`config.mk`:
```
export PLATFORM = sky130hd
export DESIGN_NAME = t1_chan_override
export DESIGN_NICKNAME = d
export VERILOG_FILES = /design/src/rtl/t1ovr_pkg.sv /design/src/rtl/t1ovr_timing.sv /design/src/rtl/t1ovr_regs.sv /design/src/rtl/t1ovr_select.sv /design/src/rtl/t1_chan_override.sv
export SDC_FILE = /design/constraint.sdc
export NUM_CORES = 1
export LEC_CHECK = 0
export BUFFER_PORTS_ARGS = -buffer_cell sky130_fd_sc_hd__buf_4
export CAP_MARGIN = 20
export CORE_MARGIN = 5
export CORE_UTILIZATION = 55
export DETAILED_ROUTE_END_ITERATION = 12
export PLACE_DENSITY = 0.81
export SLEW_MARGIN = 20
export SYNTH_ARGS = -nofsm -noshare
export SYNTH_HDL_FRONTEND = slang
export SYNTH_SLANG_ARGS = --single-unit
```
`constraint.sdc`:
```
create_clock -name clk -period 14.9 [get_ports clk]
set_input_delay 1.49 -clock clk [delete_from_list [all_inputs] [get_ports clk]]
set_output_delay 1.49 -clock clk [all_outputs]
set_load 0.02 [all_outputs]
```
`src/rtl/t1ovr_pkg.sv`:
```
package t1ovr_pkg;
  // register map (word addresses)
  localparam int ADDR_IDLE_MASK = 'h00;
  localparam int ADDR_IDLE_CODE = 'h03;
  localparam int ADDR_MODE      = 'h04;
  localparam int ADDR_UC_MASK   = 'h05;
  localparam int ADDR_TR_MASK   = 'h08;
  localparam int ADDR_UC_BASE   = 'h10;

  // channel number (1-based) of a frame position, 0 for the framing bit
  function automatic int unsigned chan_of(input int unsigned pos, input int unsigned cw);
    if (pos == 0) return 0;
    return (pos - 1) / cw + 1;
  endfunction

  // code bit index sent at a frame position (MSB first)
  function automatic int unsigned codebit_of(input int unsigned pos, input int unsigned cw);
    if (pos == 0) return 0;
    return cw - 1 - ((pos - 1) % cw);
  endfunction

  // position is the framing bit or the last bit of a channel
  function automatic bit last_of_slot(input int unsigned pos, input int unsigned cw);
    return (pos % cw) == 0;
  endfunction
endpackage

```
`src/rtl/t1ovr_timing.sv`:
```
module t1ovr_timing
  import t1ovr_pkg::*;
#(
  parameter int NCH = 24,
  parameter int CW  = 8,
  localparam int FRAME_BITS = NCH * CW + 1,
  localparam int CNT_W = $clog2(FRAME_BITS)
) (
  input  logic             clk,
  input  logic             rst_n,
  input  logic             fsync,
  output logic [CNT_W-1:0] pos,
  output logic             slot_end
);
  localparam int LAST = FRAME_BITS - 1;

  logic [CNT_W-1:0] cnt_q;

  assign pos      = fsync ? '0 : cnt_q;
  assign slot_end = last_of_slot(32'(pos), CW);

  always_ff @(posedge clk or negedge rst_n) begin
    if (!rst_n)                    cnt_q <= '0;
    else if (pos == CNT_W'(LAST))  cnt_q <= '0;
    else                           cnt_q <= pos + 1'b1;
  end

  // counter stays inside the frame and steps by one
  p_cnt_range_r1: assert property (@(posedge clk) disable iff (!rst_n)
    cnt_q <= CNT_W'(LAST));
  p_cnt_step_r1: assert property (@(posedge clk) disable iff (!rst_n)
    (!fsync && cnt_q < CNT_W'(LAST)) |=> cnt_q == $past(cnt_q) + 1'b1);
  p_cnt_wrap_r1: assert property (@(posedge clk) disable iff (!rst_n)
    (!fsync && cnt_q == CNT_W'(LAST)) |=> cnt_q == '0);
  p_sync_restart_r1: assert property (@(posedge clk) disable iff (!rst_n)
    fsync |=> cnt_q == CNT_W'(1));
endmodule

```
`src/rtl/t1ovr_regs.sv`:
```
module t1ovr_regs
  import t1ovr_pkg::*;
#(
  parameter int NCH      = 24,
  parameter int CW       = 8,
  parameter int AW       = 6,
  parameter int IDLE_RST = 'h7F,
  localparam int NGRP = NCH / CW
) (
  input  logic              clk,
  input  logic              rst_n,
  input  logic              wr_en,
  input  logic [AW-1:0]     wr_addr,
  input  logic [CW-1:0]     wr_data,
  input  logic              load,
  output logic [NCH-1:0]    act_idle_mask,
  output logic [CW-1:0]     act_idle_code,
  output logic              act_mode,
  output logic [NCH-1:0]    act_uc_mask,
  output logic [NCH-1:0]    act_tr_mask,
  output logic [NCH*CW-1:0] act_uc_codes
);
  logic [NCH-1:0]    sh_idle_mask, sh_uc_mask, sh_tr_mask;
  logic [CW-1:0]     sh_idle_code;
  logic              sh_mode;
  logic [NCH*CW-1:0] sh_uc_codes;

  // shadow copy: written at once
  always_ff @(posedge clk or negedge rst_n) begin
    if (!rst_n) begin
      sh_idle_mask <= '0;
      sh_uc_mask   <= '0;
      sh_tr_mask   <= '0;
      sh_idle_code <= CW'(IDLE_RST);
      sh_mode      <= 1'b0;
      sh_uc_codes  <= '0;
    end else if (wr_en) begin
      for (int g = 0; g < NGRP; g++) begin
        if (wr_addr == AW'(ADDR_IDLE_MASK + g)) sh_idle_mask[g*CW +: CW] <= wr_data;
        if (wr_addr == AW'(ADDR_UC_MASK + g))   sh_uc_mask[g*CW +: CW]   <= wr_data;
        if (wr_addr == AW'(ADDR_TR_MASK + g))   sh_tr_mask[g*CW +: CW]   <= wr_data;
      end
      if (wr_addr == AW'(ADDR_IDLE_CODE)) sh_idle_code <= wr_data;
      if (wr_addr == AW'(ADDR_MODE))      sh_mode      <= wr_data[0];
      for (int c = 0; c < NCH; c++) begin
        if (wr_addr == AW'(ADDR_UC_BASE + c)) sh_uc_codes[c*CW +: CW] <= wr_data;
      end
    end
  end

  // working copy: follows the shadow only at a channel boundary
  always_ff @(posedge clk or negedge rst_n) begin
    if (!rst_n) begin
      act_idle_mask <= '0;
      act_uc_mask   <= '0;
      act_tr_mask   <= '0;
      act_idle_code <= CW'(IDLE_RST);
      act_mode      <= 1'b0;
      act_uc_codes  <= '0;
    end else if (load) begin
      act_idle_mask <= sh_idle_mask;
      act_uc_mask   <= sh_uc_mask;
      act_tr_mask   <= sh_tr_mask;
      act_idle_code <= sh_idle_code;
      act_mode      <= sh_mode;
      act_uc_codes  <= sh_uc_codes;
    end
  end

  // the working copy never moves inside a channel
  p_hold_in_slot_r9: assert property (@(posedge clk) disable iff (!rst_n)
    !load |=> ($stable(act_idle_mask) && $stable(act_uc_mask) && $stable(act_tr_mask)
               && $stable(act_idle_code) && $stable(act_mode) && $stable(act_uc_codes)));
  p_take_shadow_r9: assert property (@(posedge clk) disable iff (!rst_n)
    load |=> (act_idle_code == $past(sh_idle_code) && act_mode == $past(sh_mode)));
endmodule

```
`src/rtl/t1ovr_select.sv`:
```
module t1ovr_select
  import t1ovr_pkg::*;
#(
  parameter int NCH = 24,
  parameter int CW  = 8,
  localparam int FRAME_BITS = NCH * CW + 1,
  localparam int CNT_W = $clog2(FRAME_BITS),
  localparam int CH_W  = $clog2(NCH + 1),
  localparam int CI_W  = $clog2(NCH),
  localparam int BS_W  = $clog2(CW)
) (
  input  logic              clk,
  input  logic              rst_n,
  input  logic [CNT_W-1:0]  pos,
  input  logic              bp_bit,
  input  logic              rx_bit,
  input  logic [NCH-1:0]    idle_mask,
  input  logic [CW-1:0]     idle_code,
  input  logic              mode,
  input  logic [NCH-1:0]    uc_mask,
  input  logic [NCH-1:0]    tr_mask,
  input  logic [NCH*CW-1:0] uc_codes,
  output logic              tx_bit,
  output logic [CH_W-1:0]   tx_chan,
  output logic              tx_transp
);
  int unsigned     chan_num;
  logic            is_frame;
  logic [CI_W-1:0] ci;
  logic [BS_W-1:0] bsel;
  logic [NCH-1:0]  uc_bit_vec;
  logic            sel_loop, sel_uc, sel_idle;
  logic            nxt_bit, nxt_tr;

  assign chan_num = chan_of(32'(pos), CW);
  assign is_frame = (chan_num == 0);
  assign ci       = is_frame ? '0 : CI_W'(chan_num - 1);
  assign bsel     = BS_W'(codebit_of(32'(pos), CW));

  // current code bit of every channel's unique code
  for (genvar c = 0; c < NCH; c++) begin : g_chan
    logic [CW-1:0] code_c;
    assign code_c        = uc_codes[c*CW +: CW];
    assign uc_bit_vec[c] = code_c[bsel];
  end

  // priority: loopback, unique code, idle code, backplane
  assign sel_loop = !is_frame && mode && idle_mask[ci];
  assign sel_uc   = !is_frame && !sel_loop && uc_mask[ci];
  assign sel_idle = !is_frame && !sel_loop && !sel_uc && !mode && idle_mask[ci];

  always_comb begin
    if (sel_loop)      nxt_bit = rx_bit;
    else if (sel_uc)   nxt_bit = uc_bit_vec[ci];
    else if (sel_idle) nxt_bit = idle_code[bsel];
    else               nxt_bit = bp_bit;
  end
  assign nxt_tr = !is_frame && tr_mask[ci];

  always_ff @(posedge clk or negedge rst_n) begin
    if (!rst_n) begin
      tx_bit    <= 1'b0;
      tx_chan   <= '0;
      tx_transp <= 1'b0;
    end else begin
      tx_bit    <= nxt_bit;
      tx_chan   <= CH_W'(chan_num);
      tx_transp <= nxt_tr;
    end
  end

  // a loopback slot carries the receive bit
  p_loop_src_r5: assert property (@(posedge clk) disable iff (!rst_n)
    sel_loop |=> tx_bit == $past(rx_bit));
  // a unique-code slot carries its own code bit
  p_uc_src_r6: assert property (@(posedge clk) disable iff (!rst_n)
    sel_uc |=> tx_bit == $past(uc_bit_vec[ci]));
  // no transparency flag on the framing bit
  p_transp_frame_r8: assert property (@(posedge clk) disable iff (!rst_n)
    (tx_chan == '0) |-> !tx_transp);
endmodule

```
`src/rtl/t1_chan_override.sv`:
```
module t1_chan_override #(
  parameter int NCH      = 24,
  parameter int CW       = 8,
  parameter int AW       = 6,
  parameter int IDLE_RST = 'h7F,
  localparam int FRAME_BITS = NCH * CW + 1,
  localparam int CNT_W = $clog2(FRAME_BITS),
  localparam int CH_W  = $clog2(NCH + 1)
) (
  input  logic            clk,
  input  logic            rst_n,
  input  logic            wr_en,
  input  logic [AW-1:0]   wr_addr,
  input  logic [CW-1:0]   wr_data,
  input  logic            fsync,
  input  logic            bp_bit,
  input  logic            rx_bit,
  output logic            tx_bit,
  output logic [CH_W-1:0] tx_chan,
  output logic            tx_transp
);
  logic [CNT_W-1:0]  pos;
  logic              slot_end;
  logic [NCH-1:0]    a_idle_mask, a_uc_mask, a_tr_mask;
  logic [CW-1:0]     a_idle_code;
  logic              a_mode;
  logic [NCH*CW-1:0] a_uc_codes;

  t1ovr_timing #(.NCH(NCH), .CW(CW)) u_timing (
    .clk(clk), .rst_n(rst_n), .fsync(fsync), .pos(pos), .slot_end(slot_end));

  t1ovr_regs #(.NCH(NCH), .CW(CW), .AW(AW), .IDLE_RST(IDLE_RST)) u_regs (
    .clk(clk), .rst_n(rst_n), .wr_en(wr_en), .wr_addr(wr_addr), .wr_data(wr_data),
    .load(slot_end), .act_idle_mask(a_idle_mask), .act_idle_code(a_idle_code),
    .act_mode(a_mode), .act_uc_mask(a_uc_mask), .act_tr_mask(a_tr_mask),
    .act_uc_codes(a_uc_codes));

  t1ovr_select #(.NCH(NCH), .CW(CW)) u_select (
    .clk(clk), .rst_n(rst_n), .pos(pos), .bp_bit(bp_bit), .rx_bit(rx_bit),
    .idle_mask(a_idle_mask), .idle_code(a_idle_code), .mode(a_mode),
    .uc_mask(a_uc_mask), .tr_mask(a_tr_mask), .uc_codes(a_uc_codes),
    .tx_bit(tx_bit), .tx_chan(tx_chan), .tx_transp(tx_transp));

  // the framing bit passes the backplane bit
  p_frame_pass_r2: assert property (@(posedge clk) disable iff (!rst_n)
    fsync |=> (tx_bit == $past(bp_bit) && tx_chan == '0 && !tx_transp));
  // channel index stays in range
  p_chan_range_r1: assert property (@(posedge clk) disable iff (!rst_n)
    tx_chan <= CH_W'(NCH));
endmodule

```
# Yosys cells after proc, flatten, opt, wreduce, memory -nomap -nowiden
# Cells that the tools add are included.
dict set report word_totals {
  out_inout_bits 7
  latch_bits 0
  mem_bits_ro 0
  elab_cells 205
  mem_bits_rw 0
  regBits 561
  n_memories 0
}
dict set report op_classes {
  eq_ne 35
  n_shift 0
  add_sub_neg 5
  n_reduce_logical 51
  n_mux 67
  bitwise_logic 0
  n_div 0
  order_cmp 2
  multipliers 0
}
# op n
set ops {}
lappend ops {{$eq A6 B5 Y1 const B} 16}
lappend ops {{$bmux W1 S3} 25}
lappend ops {{$reduce_and A2 Y1} 35}
lappend ops {{$logic_not A32 Y1} 2}
lappend ops {{$eq A6 B6 Y1 const B} 8}
lappend ops {{$mux W1} 33}
lappend ops {{$add A29 B1 Y30 const B} 1}
lappend ops {{$mux W30} 1}
lappend ops {{$eq A6 B3 Y1 const B} 4}
lappend ops {{$bmux W1 S5} 4}
lappend ops {{$eq A6 B4 Y1 const B} 3}
lappend ops {{$mux W8} 2}
lappend ops {{$eq A6 B2 Y1 const B} 2}
lappend ops {{$sub A8 B1 Y9 const B} 1}
lappend ops {{$add A8 B1 Y8 const B} 1}
lappend ops {{$eq A8 B8 Y1 const B} 1}
lappend ops {{$logic_and A1 B1 Y1} 8}
lappend ops {{$logic_not A8 Y1} 1}
lappend ops {{$eq A6 B1 Y1 const B} 1}
lappend ops {{$logic_not A6 Y1} 1}
lappend ops {{$lt A5 B6 Y1 const B} 1}
lappend ops {{$mux W5} 1}
lappend ops {{$sub A5 B1 Y5 const B} 1}
lappend ops {{$logic_not A1 Y1} 4}
lappend ops {{other kinds (3)} 3}

# Depth between registers and ports, before layout
# Gate-level depths: netlist of the first run.
dict set report logic_depth {
  ltp_word 19
  depth_mapped 23
}

# Hierarchy
# Synthesis of the first run repeated with hierarchy kept, for this count alone.
dict set report unflattened {
  hier_cells 1692
  area_unflattened_um2 24787.5
}
# mod n_inst cells_each area_per_inst_um2
set modules_own_cells {}
lappend modules_own_cells {t1ovr_regs 1 1215 20704.9}
lappend modules_own_cells {t1ovr_select 1 431 3646.0}
lappend modules_own_cells {t1ovr_timing 1 46 436.7}

# Least setup slack after synthesis of the first run
# Ideal clock, no wire load.
dict set report synth_path {
  kind {input to register}
  start {input fsync}
  end {register u_select.tx_bit}
  path_slack_ps 8266
  stages 20
  required_time_ps 14818
  n_path_buf 6
  arrival_time_ps 6552
  cell_sequence {clkbuf_1 > buf_1 > clkbuf_1 > nand2b_1 > ha_1 > nor3b_1 > a22oi_1 > clkbuf_1 > nand2_1 > clkbuf_1 > clkbuf_1 > ha_1 > a21boi_1 > or2_2 > a21boi_1 > a221oi_1 > or4_1 > o2111a_1 > a211o_1 > a31oi_1}
}
dict set report synth_via {
  elab_chain_cells 19
  word_cells_on_any_way 80
  classes_between {4 x add/sub; 64 x mux; 12 x reduce/logical}
}
# item line_no
set synth_rtl {}
lappend synth_rtl {{from (decl)} t1_chan_override.sv:15} ;# input logic fsync,
lappend synth_rtl {{$mux W8 *} t1ovr_timing.sv:19} ;# assign pos = fsync ? '0 : cnt_q;
lappend synth_rtl {{$sub A8 B1 Y9 / $logic_not A8 Y1 (equally long branches)} {t1ovr_pkg.sv:19, t1ovr_pkg.sv:12, t1ovr_pkg.sv:18}}
lappend synth_rtl {{$add A29 B1 Y30 / $mux W1 (equally long branches)} {t1ovr_pkg.sv:13, t1ovr_pkg.sv:12, t1ovr_pkg.sv:18}}
lappend synth_rtl {{$mux W30} t1ovr_pkg.sv:13} ;# return (pos - 1) / cw + 1;
lappend synth_rtl {{$sub A5 B1 Y5 / $logic_not A32 Y1 (equally long branches)} {t1ovr_select.sv:37, t1ovr_select.sv:36}}
lappend synth_rtl {{$mux W5} t1ovr_select.sv:37} ;# assign ci = is_frame ? '0 : CI_W'(chan_num - 1);
lappend synth_rtl {{$bmux W1 S5} {t1ovr_select.sv:48, t1ovr_select.sv:50}}
lappend synth_rtl {{$mux W1 (not written as such)} {t1ovr_select.sv:48, t1ovr_select.sv:50}}
lappend synth_rtl {{[... 2 more ...]} --}
lappend synth_rtl {{$logic_and A1 B1 Y1} {t1ovr_select.sv:49, t1ovr_select.sv:50}}
lappend synth_rtl {{$logic_and A1 B1 Y1} t1ovr_select.sv:49} ;# assign sel_uc = !is_frame && !sel_loop && uc_mask[ci];
lappend synth_rtl {{$logic_not A1 Y1} t1ovr_select.sv:50} ;# assign sel_idle = !is_frame && !sel_loop && !sel_uc && !mode && idle_mask[ci];
lappend synth_rtl {{$logic_and A1 B1 Y1 (3 in series)} t1ovr_select.sv:50}
lappend synth_rtl {{$mux W1} t1ovr_select.sv:55} ;# else if (sel_idle) nxt_bit = idle_code[bsel];
lappend synth_rtl {{$mux W1} t1ovr_select.sv:54} ;# else if (sel_uc) nxt_bit = uc_bit_vec[ci];
lappend synth_rtl {{$mux W1 *} t1ovr_select.sv:53} ;# if (sel_loop) nxt_bit = rx_bit;
lappend synth_rtl {{named net u_select.nxt_bit} t1ovr_select.sv:33} ;# logic nxt_bit, nxt_tr;
lappend synth_rtl {{to (signal assigned)} t1ovr_select.sv:66} ;# tx_bit <= nxt_bit;
lappend synth_rtl {{to (decl)} t1ovr_select.sv:23} ;# output logic tx_bit,
# The timed path passes the listed nets; every way through them passes the cells marked *. The select of a mux whose other input is x is not followed.
# A chain may end at the register's enable or synchronous reset.

# Worst setup path in the final report of the first run
# Ends and elaborated chain as after synthesis.

==> results of run 1 <==
layout make-up:
class | instances | area [um2]
tap | 592 | 740.7
clock buffer | 86 | 1707
multi-input combinational | 1051 | 10000
fill | 3336 | 16980
sequential | 561 | 14060
inverter | 12 | 45.04
timing repair buffer | 45 | 414.1
antenna | 1 | 2.502
clock inverter | 14 | 183.9
flip-flops by register name, summed over array words and instances, names as in the netlist:
register and flops:
u_regs.sh_uc_codes 192, u_regs.act_idle_mask 24, u_regs.act_tr_mask 24, u_regs.act_uc_codes 192, u_select.tx_chan 5, u_select.tx_bit 1, u_regs.sh_idle_mask 24, u_timing.cnt_q 8
u_select.tx_transp 1, u_regs.sh_tr_mask 24, u_regs.act_mode 1, u_regs.act_idle_code 8, u_regs.sh_uc_mask 24, u_regs.sh_mode 1, u_regs.act_uc_mask 24, u_regs.sh_idle_code 8
metrics by stage:
stage               worst slack [ps]  hold slack (ps)  util, %  power, uW  instances
finish                          8395            497.3    61.53       4145       2362
global placement                8129            480.0    57.08       2680       2259
detailed placement              7893            486.1    57.08       2726       2259
CTS                             8528            499.2    61.37       4165       2359
floorplan                       8266            471.2        -       2477       1731
global route                    7916            507.5    61.52       4331       2361
power breakdown:
| group | internal, uW | total [uW] | leakage [uW] | switching, uW |
|---|---|---|---|---|
| clock network | 853 | 1430 | 0.000933 | 582 |
| registers | 1780 | 1920 | 0.00742 | 140 |
| logic | 385 | 786 | 0.00450 | 401 |
synthesized netlist by cell type (all sizes together), types with 10 or more instances:
cell type / number
a211oi: 25
a21oi: 17
a221oi: 10
a311oi: 10
a31oi: 10
buf: 19
clkbuf: 88
dfrtp: 547
dfstp: 14
ha: 12
inv: 10
mux2: 548
mux2i: 88
mux4: 20
nand2: 96
nand2b: 12
nand3: 22
nor2: 35
nor2b: 13
nor3: 22
nor4: 10
o21ai: 12
worst max-delay path by stage:
| stage | startpoint | to | cells after the start |
|---|---|---|---|
| 2_1_floorplan | fsync | u_select.tx_bit | 20 |
| 3_3_place_gp | fsync | u_select.tx_bit | 16 |
| 3_5_place_dp | fsync | u_select.tx_bit | 16 |
| 4_1_cts | fsync | u_select.tx_bit | 16 |
| 5_1_grt | fsync | u_select.tx_bit | 16 |
| 6_report | fsync | u_select.tx_bit | 16 |
kinds of logic (layout without fill, tap and decap cells):
group | Yosys count | in the layout | synth area share [%]
DFF | 561 | 561 | 57.37
and+or+nand+nor | 243 | 243 | 4.964
other | 0 | 1 | 0
xor gates and xnor gates | 9 | 9 | 0.3217
AOI/OAI and AO/OA | 131 | 131 | 4.131
muxes | 656 | 656 | 30.63
buffers and inverters | 119 | 157 | 1.971
adders and majority gates | 12 | 12 | 0.6128
routing by layer:
metal	global-route usage (%)	share of wire, %	up-vias
met4	6.042	2.2	0
li1	-	-	6279
met3	3.432	4.5	87
met1	31.18	45	7676
met5	0	0	-
met2	36.37	49	355
critical path, stage by stage:
cell,delay (ps)
buf_4,250
nand2b_1,270
ha_1,310
nor3b_1,560
a22oi_1,480
nand2_1,160
buf_4,410
ha_1,400
a21boi_1,470
or2_2,350
a21boi_1,650
a221oi_1,90
or4_1,510
o2111a_1,170
a211o_1,280
a31oi_1,160
==> reports/results.ini, run 1 <==
[outcome]
status=finished, final reports clean

[pwr]
vdd_ir_drop_max_v=0.0001224
power_leakage_uw=0.01286
power_density_mw_per_mm2=152.7

[logic_synthesis]
synthCells=1731
ys_top_cells_by_area=dfrtp_1, mux2_2, mux2i_1
synthesis.nets=1763
synth_top_area_share_pct=55.86
synth.distinct_cells=79
ys.flop_type=dfrtp_1
avgSynthCellArea_um2=14.15
yosysTopAreaCell=dfrtp_1
syn_area_mm2=0.02450
synth-seq-cells=561
synth_warnings=0
async_flop_share_pct=100.0
seq_area_frac_synth_pct=57.37
synth_enable_flop_cells=0

[cts]
clockBufferDepth=3
tritoncts=built
cts_resized=0
cts_max_level=2
post_cts_buffers=0
path_clk_slew_ps=60
root_buffer=clkbuf_16
hold_buffers=0
cts_made_buffers=56
clk_latency_ps=610
clock_sinks=561

[sta]
fin_crit_ps=6505
slew_headroom_pct=24.52
rsz0062_at_grt=no
finalSetupViolCount=0
tightest_slew_ps=1132
drv_slew=0
clock_skew_ps=10.10
setup_tns_ps=0
period_share_pct=43.66
hold_violations=0
fmax_mhz=153.7

[final_layout]
drive_gt1_share_pct=41.89
syn_to_final_growth_pct=10.80
mostFrequentLayoutCells=mux2_2, dfrtp_1, nand2_1, mux2i_1, clkbuf_16
design_area_mm2=0.02715
final_nets=1759

[grt]
grt_use_total_pct=22.13
first_global_vias=15467
grt_overflow=0
grt_pass1_wl_mm=87.38
antenna_found_initial=1
grt_max_degree=197

[routing]
dr.first_iter.drc_count=1160
routed_wl_mm=53.92
firstDrtPassIters=5
vias=14397
remaining_drc_errors=0
via_per_inst=6.095
wire_per_inst_um=22.83
drtAntennaViolNets=0

[min_path]
hp-class=register to register
whs_path_depth=1
min_from=u_regs.sh_uc_codes[138]
hold_end=u_regs.act_uc_codes[138]

[place]
dpl.hpwl_mm=31.25
portBuffers=26
finalWeightedCongestion=0.8717
place_area_mm2=0.02519

[die]
ios=27
core_mm2=0.04412
num_rows=77
die-area_mm2=0.04887
fp.dieH_um=221.1
fp.dieW_um=221.1
start_util_pct=55.53

[setup_path]
ff2ff_setup_slack_ps=9090
crit_fanout=35
r2r_end=u_select.tx_bit
reg2regPathDepth=15
endpoint_kind=register
cp.required_ps=15420
reg2reg_from=u_timing.cnt_q[0]
worstSetupPathType=input pin to register
worstPathArrival_ps=7030
startpoint_type=input pin

[run]
max_cap_viol_count=0

No activity file was read; power rests on OpenSTA's default activity.
==> run 2: changes to the inputs <==
- ABC_AREA: not set -> 1
- PLACE_DENSITY: 0.81 -> 0.84
- clock period: 14.9 -> 5.4 ns (I/O delays scaled with it)
==> reports/results.ini, run 2 <==
[logic_synthesis]
seq_area_frac_synth_pct=58.38  ; +1.0 points
async_flop_share_pct=100.0  ; unchanged
synth_enable_flop_cells=0  ; unchanged
synthCells=2375  ; +37%
synth.most_common_cell=dfrtp_1
ys_top_cells_by_area=dfrtp_1, mux2_2, nand2_1
synth_top_area_share_pct=56.85  ; +0.98 points
synth.distinct_cells=49  ; -38%
ys.flop_type=dfrtp_1
synth-seq-cells=561  ; unchanged
avgSynthCellArea_um2=10.14  ; -28%
yosysTopAreaCell=dfrtp_1
syn_area_mm2=0.02408  ; -1.7%
synth_common_cells=dfrtp_1, nand2_1, o21ai_0
synth_warnings=0  ; unchanged
synthesis.nets=2407  ; +37%

[pwr]
power_leakage_uw=0.01259  ; -2.1%
power_density_mw_per_mm2=431.8  ; +180%
vdd_ir_drop_max_v=0.0002705  ; +120%

[grt]
grt_pass1_wl_mm=96.00  ; +9.9%
grt_overflow=0  ; unchanged
first_global_vias=17810  ; +15%
grt_max_degree=189  ; -4.1%
antenna_found_initial=1  ; unchanged
grt_use_total_pct=25.05  ; +2.9 points

[die]
core_mm2=0.04317  ; -2.2%
fp.dieW_um=219.2  ; -0.83%
ios=27  ; unchanged
die-area_mm2=0.04806  ; -1.7%
start_util_pct=55.77  ; +0.24 points
fp.dieH_um=219.2  ; -0.83%
num_rows=76  ; -1.3%

[routing]
wire_per_inst_um=19.93  ; -13%
routed_wl_mm=59.15  ; +9.7%
via_per_inst=5.942  ; -2.5%
vias=17636  ; +22%
firstDrtPassIters=5  ; unchanged
drtAntennaViolNets=0  ; unchanged
remaining_drc_errors=0  ; unchanged
dr.first_iter.drc_count=1917  ; +65%

[setup_path]
worstSetupPathType=register to register
crit_fanout=30  ; -14%
cp.required_ps=5930  ; -9490 ps
endpoint_kind=register
ff2ff_setup_slack_ps=740  ; -8350 ps
crit_end=u_select.tx_bit
startpoint_type=register
reg2regPathDepth=25  ; +10
critPathLaunch=u_timing.cnt_q[0]
worstPathArrival_ps=5190  ; -1840 ps
r2r_end=u_select.tx_bit
reg2reg_from=u_timing.cnt_q[0]

[cts]
clk_latency_ps=600  ; about the same
path_clk_slew_ps=70  ; about the same
post_cts_buffers=0  ; unchanged
tritoncts=built
clockBufferDepth=3  ; unchanged
cts_made_buffers=53  ; -5.4%
cts_resized=0  ; unchanged
cts_max_level=2  ; unchanged
clock_sinks=561  ; unchanged
root_buffer=clkbuf_16
hold_buffers=0  ; unchanged

[sta]
drv_slew=0  ; unchanged
fmax_mhz=214.6
slew_headroom_pct=25.00  ; +0.48 points
rsz0062_at_grt=no
fin_crit_ps=4660
tightest_slew_ps=1125  ; -7.264 ps
clock_skew_ps=18.94  ; +8.833 ps
hold_violations=0  ; unchanged
setup_tns_ps=0  ; unchanged
finalSetupViolCount=0  ; unchanged
period_share_pct=86.30

[min_path]
hp-class=input pin to asynchronous set/reset pin

[final_layout]
fillers=3320  ; -0.48%
design_area_mm2=0.02651  ; -2.3%
final_nets=2373  ; +35%
final_common_cell=dfrtp_1
syn_to_final_growth_pct=10.11
reg_top3=u_regs.act_uc_codes: 192 flops, u_regs.sh_uc_codes: 192 flops
mostFrequentLayoutCells=dfrtp_1, nand2_1, o21ai_0, mux2_2, nor2_1
drive_gt1_share_pct=18.81  ; -23 points

[run]
max_cap_viol_count=0  ; unchanged

[place]
finalWeightedCongestion=0.9031  ; +3.6%
portBuffers=26  ; unchanged
place_area_mm2=0.02466  ; -2.1%
dpl.hpwl_mm=34.15  ; +9.3%

[outcome]
status=finished, final reports clean

-- run 2: critical path, cell delays in order (launching register included) --
cell and delay [ps]:
dfrtp_1 420, nand2_8 120, ha_2 230, nand2_1 90, nor2_1 130, nand3_1 130, nor2_1 580, nand3_1 180
ha_1 310, nand2_1 50, nor3b_1 180, nand4_1 100, o21ai_0 250, buf_4 200, nand2_4 70, o21bai_4 540
nand2_1 130, nand3_1 110, nand3_1 80, nand3_1 80, nand2_1 90, a21oi_2 150, nand3_1 80, nand2_1 70
nand3_1 80, a21oi_2 120
-- run 2: worst min-delay path by stage --
stage	from	to	slack [ps]	cells after the start
after floorplan	rst_n	u_regs.act_idle_code[7]	240	0
after global placement	u_timing.cnt_q[6]	u_timing.cnt_q[7]	460	1
after detailed placement	u_timing.cnt_q[6]	u_timing.cnt_q[7]	470	1
after CTS	rst_n	u_regs.act_uc_codes[50]	40	1
after global routing	rst_n	u_regs.act_uc_codes[50]	90	1
final	rst_n	u_regs.act_uc_codes[50]	2	1
-- run 2: through the flow --
stage               cells  hold WS, ps  utilization [%]  total power (uW)  setup slack, ps
finish               2968        1.587            61.41             11450            739.6
floorplan            2375        244.4                -              6824             1153
global placement     2871        457.3            57.12              7347            704.3
CTS                  2967        41.77            61.40             11470            812.8
global route         2967        85.21            61.40             11980            203.7
detailed placement   2871        466.8            57.12              7496            479.5
-- run 2: logic make-up after synthesis --
kind of cell | synth area share (%)
buffers and inverters | 4.433
adders and majority gates | 0.6236
muxes | 10.57
xor gates and xnor gates | 0.1455
AOI/OAI and AO/OA | 10.85
DFF | 58.38
and+or+nand+nor | 15.00
-- run 2: area by class of cell --
| cell class | instances | area (um2) | share of cell area, % |
|---|---|---|---|
| clock inverters | 22 | 314.1 | 1.185 |
| clock buffers | 74 | 1538 | 5.800 |
| multi-input cells | 1565 | 8976 | 33.86 |
| repair buffers | 56 | 503.0 | 1.897 |
| diodes | 1 | 2.502 | 0.009439 |
| well taps | 585 | 732.0 | 2.761 |
| flip-flops and latches | 561 | 14060 | 53.02 |
| inverters | 104 | 390.4 | 1.472 |
-- run 2: power breakdown --
group          switching [uW]  total, uW  internal (uW)  leakage, uW
Sequential                374       5280           4910      0.00737
Clock                    1590       3960           2360     0.000923
Combinational            1350       2210            868      0.00430
Total                    3310      11400           8140       0.0126
-- run 2: metal layers --
| metal | wire length (um) | track usage [%] | vias up | share of wire [%] |
|---|---|---|---|---|
| li1 | - | - | 7877 | - |
| met1 | 23500 | 33.06 | 8801 | 40 |
| met2 | 28600 | 41.32 | 785 | 48 |
| met3 | 4524 | 4.539 | 173 | 7.6 |
| met4 | 2528 | 10.38 | 0 | 4.3 |
| met5 | 0 | 0 | - | 0 |
